<file path="src/rtl/gpio_port_pkg.sv">
// Shared definitions for the GPIO port.
// Assumes a one-bit register address on the bus.
package gpio_port_pkg;
    typedef enum logic {
        REG_LATCH = 1'b0,
        REG_DIR   = 1'b1
    } gpio_reg_e;
endpackage

</file>
<file path="src/rtl/gpio_port_regs.sv">
// Output latch and direction register of the port.
// Assumes a single-cycle write strobe sampled at the rising edge.
// Both registers reset to all ones, so every pin starts as an input.
module gpio_port_regs
    import gpio_port_pkg::*;
#(
    parameter int W = 8
) (
    input  logic         clk,
    input  logic         rst_n,
    input  logic         we,
    input  logic         addr,
    input  logic [W-1:0] wdata,
    output logic [W-1:0] latch_q,
    output logic [W-1:0] dir_q
);
    // Update the addressed register on a write strobe.
    always_ff @(posedge clk) begin
        if (!rst_n) begin
            latch_q <= '1;
            dir_q   <= '1;
        end else if (we) begin
            if (gpio_reg_e'(addr) == REG_LATCH) latch_q <= wdata;
            else                                dir_q   <= wdata;
        end
    end
endmodule

</file>
<file path="src/rtl/gpio_port_insync.sv">
// Pad input synchronizer with a change detector.
// Assumes pad levels are asynchronous to clk.
// The synchronizer depth is set by STAGES, which must be at least 2.
// Wake-up is raised for one cycle when the synchronized level of an input pin changes.
module gpio_port_insync #(
    parameter int W      = 8,
    parameter int STAGES = 2
) (
    input  logic         clk,
    input  logic         rst_n,
    input  logic [W-1:0] pad_in,
    input  logic [W-1:0] dir,
    output logic [W-1:0] sync_o,
    output logic         wake_o
);
    localparam int LAST = STAGES - 1;

    logic [W-1:0] stage_q [STAGES];
    logic [W-1:0] prev_q;

    // First stage samples the pad.
    always_ff @(posedge clk) begin
        if (!rst_n) stage_q[0] <= '1;
        else        stage_q[0] <= pad_in;
    end

    generate
        for (genvar s = 1; s < STAGES; s++) begin : g_stage
            // Each further stage retimes the one before it.
            always_ff @(posedge clk) begin
                if (!rst_n) stage_q[s] <= '1;
                else        stage_q[s] <= stage_q[s-1];
            end
        end
    endgenerate

    // Keep the previous synchronized value for change detection.
    always_ff @(posedge clk) begin
        if (!rst_n) prev_q <= '1;
        else        prev_q <= stage_q[LAST];
    end

    assign sync_o = stage_q[LAST];

    // Raise the pulse when any input pin has a changed level.
    always_comb begin
        wake_o = |((stage_q[LAST] ^ prev_q) & dir);
    end
endmodule

</file>
<file path="src/rtl/gpio_port_drive.sv">
// Pad drive and pull-up control, one slice per pin.
// Assumes a direction bit of 1 means input.
// In open-drain mode the pad is only ever pulled low.
module gpio_port_drive #(
    parameter int W = 8
) (
    input  logic [W-1:0] latch,
    input  logic [W-1:0] dir,
    input  logic [W-1:0] od_cfg,
    input  logic [W-1:0] pu_cfg,
    output logic [W-1:0] pad_out,
    output logic [W-1:0] pad_oe,
    output logic [W-1:0] pad_pu
);
    generate
        for (genvar i = 0; i < W; i++) begin : g_pin
            // Choose the drive style for this pin.
            always_comb begin
                if (od_cfg[i]) begin
                    pad_out[i] = 1'b0;
                    pad_oe[i]  = ~dir[i] & ~latch[i];
                end else begin
                    pad_out[i] = latch[i];
                    pad_oe[i]  = ~dir[i];
                end
                pad_pu[i] = pu_cfg[i] & dir[i];
            end
        end
    endgenerate
endmodule

</file>
<file path="src/rtl/gpio_port.sv">
// Top of the GPIO port: register bank, input synchronizer, pad control and read mux.
// Assumes a synchronous active-low reset and a combinational read path.
module gpio_port
    import gpio_port_pkg::*;
#(
    parameter int W      = 8,
    parameter int STAGES = 2
) (
    input  logic         clk,
    input  logic         rst_n,
    input  logic         bus_addr,
    input  logic         bus_we,
    input  logic [W-1:0] bus_wdata,
    output logic [W-1:0] bus_rdata,
    input  logic [W-1:0] od_cfg,
    input  logic [W-1:0] pu_cfg,
    input  logic [W-1:0] pad_in,
    output logic [W-1:0] pad_out,
    output logic [W-1:0] pad_oe,
    output logic [W-1:0] pad_pu,
    output logic         wake
);
    logic [W-1:0] latch_q;
    logic [W-1:0] dir_q;
    logic [W-1:0] sync_in;

    gpio_port_regs #(.W(W)) u_regs (
        .clk     (clk),
        .rst_n   (rst_n),
        .we      (bus_we),
        .addr    (bus_addr),
        .wdata   (bus_wdata),
        .latch_q (latch_q),
        .dir_q   (dir_q)
    );

    gpio_port_insync #(.W(W), .STAGES(STAGES)) u_insync (
        .clk    (clk),
        .rst_n  (rst_n),
        .pad_in (pad_in),
        .dir    (dir_q),
        .sync_o (sync_in),
        .wake_o (wake)
    );

    gpio_port_drive #(.W(W)) u_drive (
        .latch   (latch_q),
        .dir     (dir_q),
        .od_cfg  (od_cfg),
        .pu_cfg  (pu_cfg),
        .pad_out (pad_out),
        .pad_oe  (pad_oe),
        .pad_pu  (pad_pu)
    );

    // Read mux: input pins show the pad, output pins show the latch.
    always_comb begin
        if (gpio_reg_e'(bus_addr) == REG_DIR) bus_rdata = dir_q;
        else bus_rdata = (sync_in & dir_q) | (latch_q & ~dir_q);
    end
endmodule

</file>
<file path="config.mk">
export PLATFORM = sky130hd
export DESIGN_NAME = gpio_port
export DESIGN_NICKNAME = d
export VERILOG_FILES = /design/src/rtl/gpio_port_pkg.sv /design/src/rtl/gpio_port_regs.sv /design/src/rtl/gpio_port_insync.sv /design/src/rtl/gpio_port_drive.sv /design/src/rtl/gpio_port.sv
export SDC_FILE = /design/constraint.sdc
export NUM_CORES = 1
export LEC_CHECK = 0
export BUFFER_PORTS_ARGS = -buffer_cell sky130_fd_sc_hd__buf_4
export CORE_ASPECT_RATIO = 1.5
export CORE_MARGIN = 10
export CORE_UTILIZATION = 40
export DETAILED_ROUTE_END_ITERATION = 8
export GPL_TIMING_DRIVEN = 0
export PLACE_DENSITY = 0.69
export SETUP_SLACK_MARGIN = 0.2
export SYNTH_ARGS = -nofsm -noshare
export SYNTH_HDL_FRONTEND = slang
export SYNTH_SLANG_ARGS = --single-unit
</file>
<file path="constraint.sdc">
create_clock -name clk -period 0.9 [get_ports clk]
set_input_delay 0.135 -clock clk [delete_from_list [all_inputs] [get_ports clk]]
set_output_delay 0.135 -clock clk [all_outputs]
set_load 0.1 [all_outputs]
</file>
==> results.toml <==
[synthesis]
synth_most_common_cell = "dfxtp_1"
synth_area_leaders = "dfxtp_1 49%, nand2b_1 12%, nand2_1 7.6%, nand3_1 4.9%, o21ai_0 4.9%"
yosys_warnings = 0
seq_area_frac_synth = 0.493
synth_edf_count = 0
syn_inst = 186
ys_async_sr_fraction = 0
synth_flop_cell = "dfxtp_1"
yosysUniqueCellTypes = 16
syn_avg_cell_area_um2 = 8.72
synth_nets = 222
synth_seq_cells = 40
synth_top_area_share = 0.493
synth.top_cells.by_count = "40 x dfxtp_1, 33 x nand2_1, 32 x nand2b_1"
syn_area_um2 = 1620
synth_top_area_cell = "dfxtp_1"

[timing]
holdWs_ps = 25.0
hold_viol_final = 0
setup_violations = 33
worst_pin_slew_ps = 237
min_period_ps = 1470
maxSlewViolCount = 0
relSlewSlack = 0.841
rsz0062_at_grt = "true"
max_freq_ghz = 0.681
finalCritPeriodShare = 1.63
fin_ws_ps = -569
fin_skew_ps = 6.93
setup_tns_ps = -9690

[floorplanning]
die_area_um2 = 7060
start_util = 0.414
die_h_um = 98.0
dieWidth_um = 72.0
core-area_um2 = 3920
ioPinCount = 69
num_rows = 28

[layout]
n_fill_cell = 242
area_growth_pct = 97.5
drive_above_1_share = 0.598
num_antenna_cells = 0
fin_nets = 301

[critical_path]
cp_top_family = "flip-flops"
rr_endpoint = "u_regs.dir_q[1]$_SDFFE_PN1P_"
cp-start-kind = "flip-flop"
end_kind = "output pin"
reg2reg_depth = 3
r2r_start = "u_regs.dir_q[1]$_SDFFE_PN1P_"
crit_cells = 4
crit_chain = "xor2_1 > a22oi_1 > nand4_1 > buf_6"
worst-setup-path-type = "flip-flop to output pin"
crit_slowest_cell = "dfxtp_1"
crit_arrival_ps = 1330
reg2reg_setup_slack_ps = 180
critPathRequiredTime_ps = 760
max_stage_delay_ps = 340
path_max_fanout = 3
critical_path_buf_inv_count = 1

[power]
peakVddDrop_uv = 1690
powerDensity_nw_per_um2 = 1730
p_total_uw = 5530
power.leakage_uw = 0.00140

[detailed_routing]
dr.first_iter.drc_count = 69
vias = 1538
wire_per_inst_um = 15.9
firstDrtPassIters = 4
wirelength_mm = 4.95
drcViolationCount = 0
via_per_inst = 4.95
antenna_left = 0

[status]
violations = "negative setup slack"
status = "complete, but fails checks"

[clock_network]
ctsHoldBuffers = 0
cts_buffer_depth = 2
cts_max_level = 2
clock-sinks = 40
clk_pin_slew_ps = 70
cts_buffers = 5
root_buffer = "clkbuf_8"
clkLatencyLatePin_ps = 290
cts_tree = "built"

[hold_path]
hp-class = "input pin to flip-flop"
whs_path_depth = 2
min_to = "u_insync.stage_q[0][5]$_SDFF_PN1_"
hold_start = "pad_in[5]"

[global_routing]
grt_max_degree = 14
grt-ovfl-total = 0
grtUsageTotal = 0.137
grt_pass1_vias = 1612
antenna_found_initial = 0
grt_pass1_wl_mm = 8.04

[placed_design]
place_ws_ps = -298
post-dp-hpwl_mm = 3.43
gp_congestion = 0.720
port_buffers = 67

[run]
drv_cap = 0
==> cell type report <==
| type | instances | area, µm² | area share |
|---|---|---|---|
| clock inverters | 2 | 38.8 | 0.0121 |
| clock buffers | 6 | 82.6 | 0.0258 |
| multi-input cells | 137 | 1120 | 0.351 |
| plain buffers | 9 | 75.1 | 0.0234 |
| well taps | 45 | 56.3 | 0.0176 |
| flip-flops and latches | 40 | 865 | 0.270 |
| repair buffers | 72 | 963 | 0.301 |
==> timing repair <==
action | CTS | global route
buffers inserted | 4 | 1
pin swaps | 8 | 8
endpoints found under the setup margin | 33 | 41
gates resized for setup | 122 | 21
==> stage by stage <==
step / cell area (µm²) / std cells / util
after floorplan: 1920 / 186 / -
after global placement: 2480 / 298 / 0.633
after global routing: 3200 / 311 / 0.817
after detailed placement: 2480 / 298 / 0.633
after CTS: 3120 / 310 / 0.796
final: 3200 / 311 / 0.817
==> how the worst max path moves through the flow <==
stage                                      start    to  slack [ps]
2_1_floorplan      u_insync.prev_q[7]$_SDFF_PN1_  wake        -750
3_3_place_gp   u_insync.stage_q[1][0]$_SDFF_PN1_  wake        -310
3_5_place_dp   u_insync.stage_q[1][0]$_SDFF_PN1_  wake        -300
4_1_cts        u_insync.stage_q[1][0]$_SDFF_PN1_  wake        -600
5_1_grt        u_insync.stage_q[1][7]$_SDFF_PN1_  wake        -650
6_report       u_insync.stage_q[1][7]$_SDFF_PN1_  wake        -570
==> worst reg2reg max path: stages, from the launching register on <==
cell and delay [ps]:
dfxtp_4 360, buf_6 130, nand2_2 60, nand3_2 60
==> per-layer routing <==
layer,global-route usage,vias up,wire [µm]
met3,0.0547,5,351
met1,0.150,721,1920
met4,0.0314,0,44
met2,0.238,47,2640
met5,0,-,0
li1,-,765,-
==> sequential cells by signal (all words and copies together), names as in the netlist <==
register          count
u_insync.prev_q       8
u_insync.stage_q     16
u_regs.dir_q          8
u_regs.latch_q        8
==> kinds of logic after synthesis <==
| group | Yosys count | synth area share |
|---|---|---|
| and+or+nand+nor | 101 | 0.331 |
| AOI/OAI and AO/OA | 28 | 0.0925 |
| DFF | 40 | 0.493 |
| buffers and inverters | 9 | 0.0401 |
| xor gates and xnor gates | 8 | 0.0432 |
==> placed cells by master, fill, tap and decap left out, drive strengths merged <==
| master | netlist | final |
|---|---|---|
| nand2b | 33 | 33 |
| nand4 | 1 | 1 |
| a22oi | 4 | 4 |
| o21ai | 16 | 16 |
| nand3 | 16 | 16 |
| xor2 | 8 | 8 |
| nor2b | 9 | 9 |
| dfxtp | 40 | 40 |
| clkinv | 0 | 1 |
| a21oi | 8 | 8 |
| and2 | 9 | 9 |
| nand2 | 33 | 33 |
| clkbuf | 2 | 8 |
| bufinv | 0 | 1 |
| buf | 7 | 79 |
==> power by group <==
part           internal, µW  switching [µW]  total [µW]  leakage, µW
registers              1850             129        1980     0.000330
clock network           906             602        1510    0.0000614
logic                   814            1230        2040      0.00101
Power figures use the tool's default switching activity.
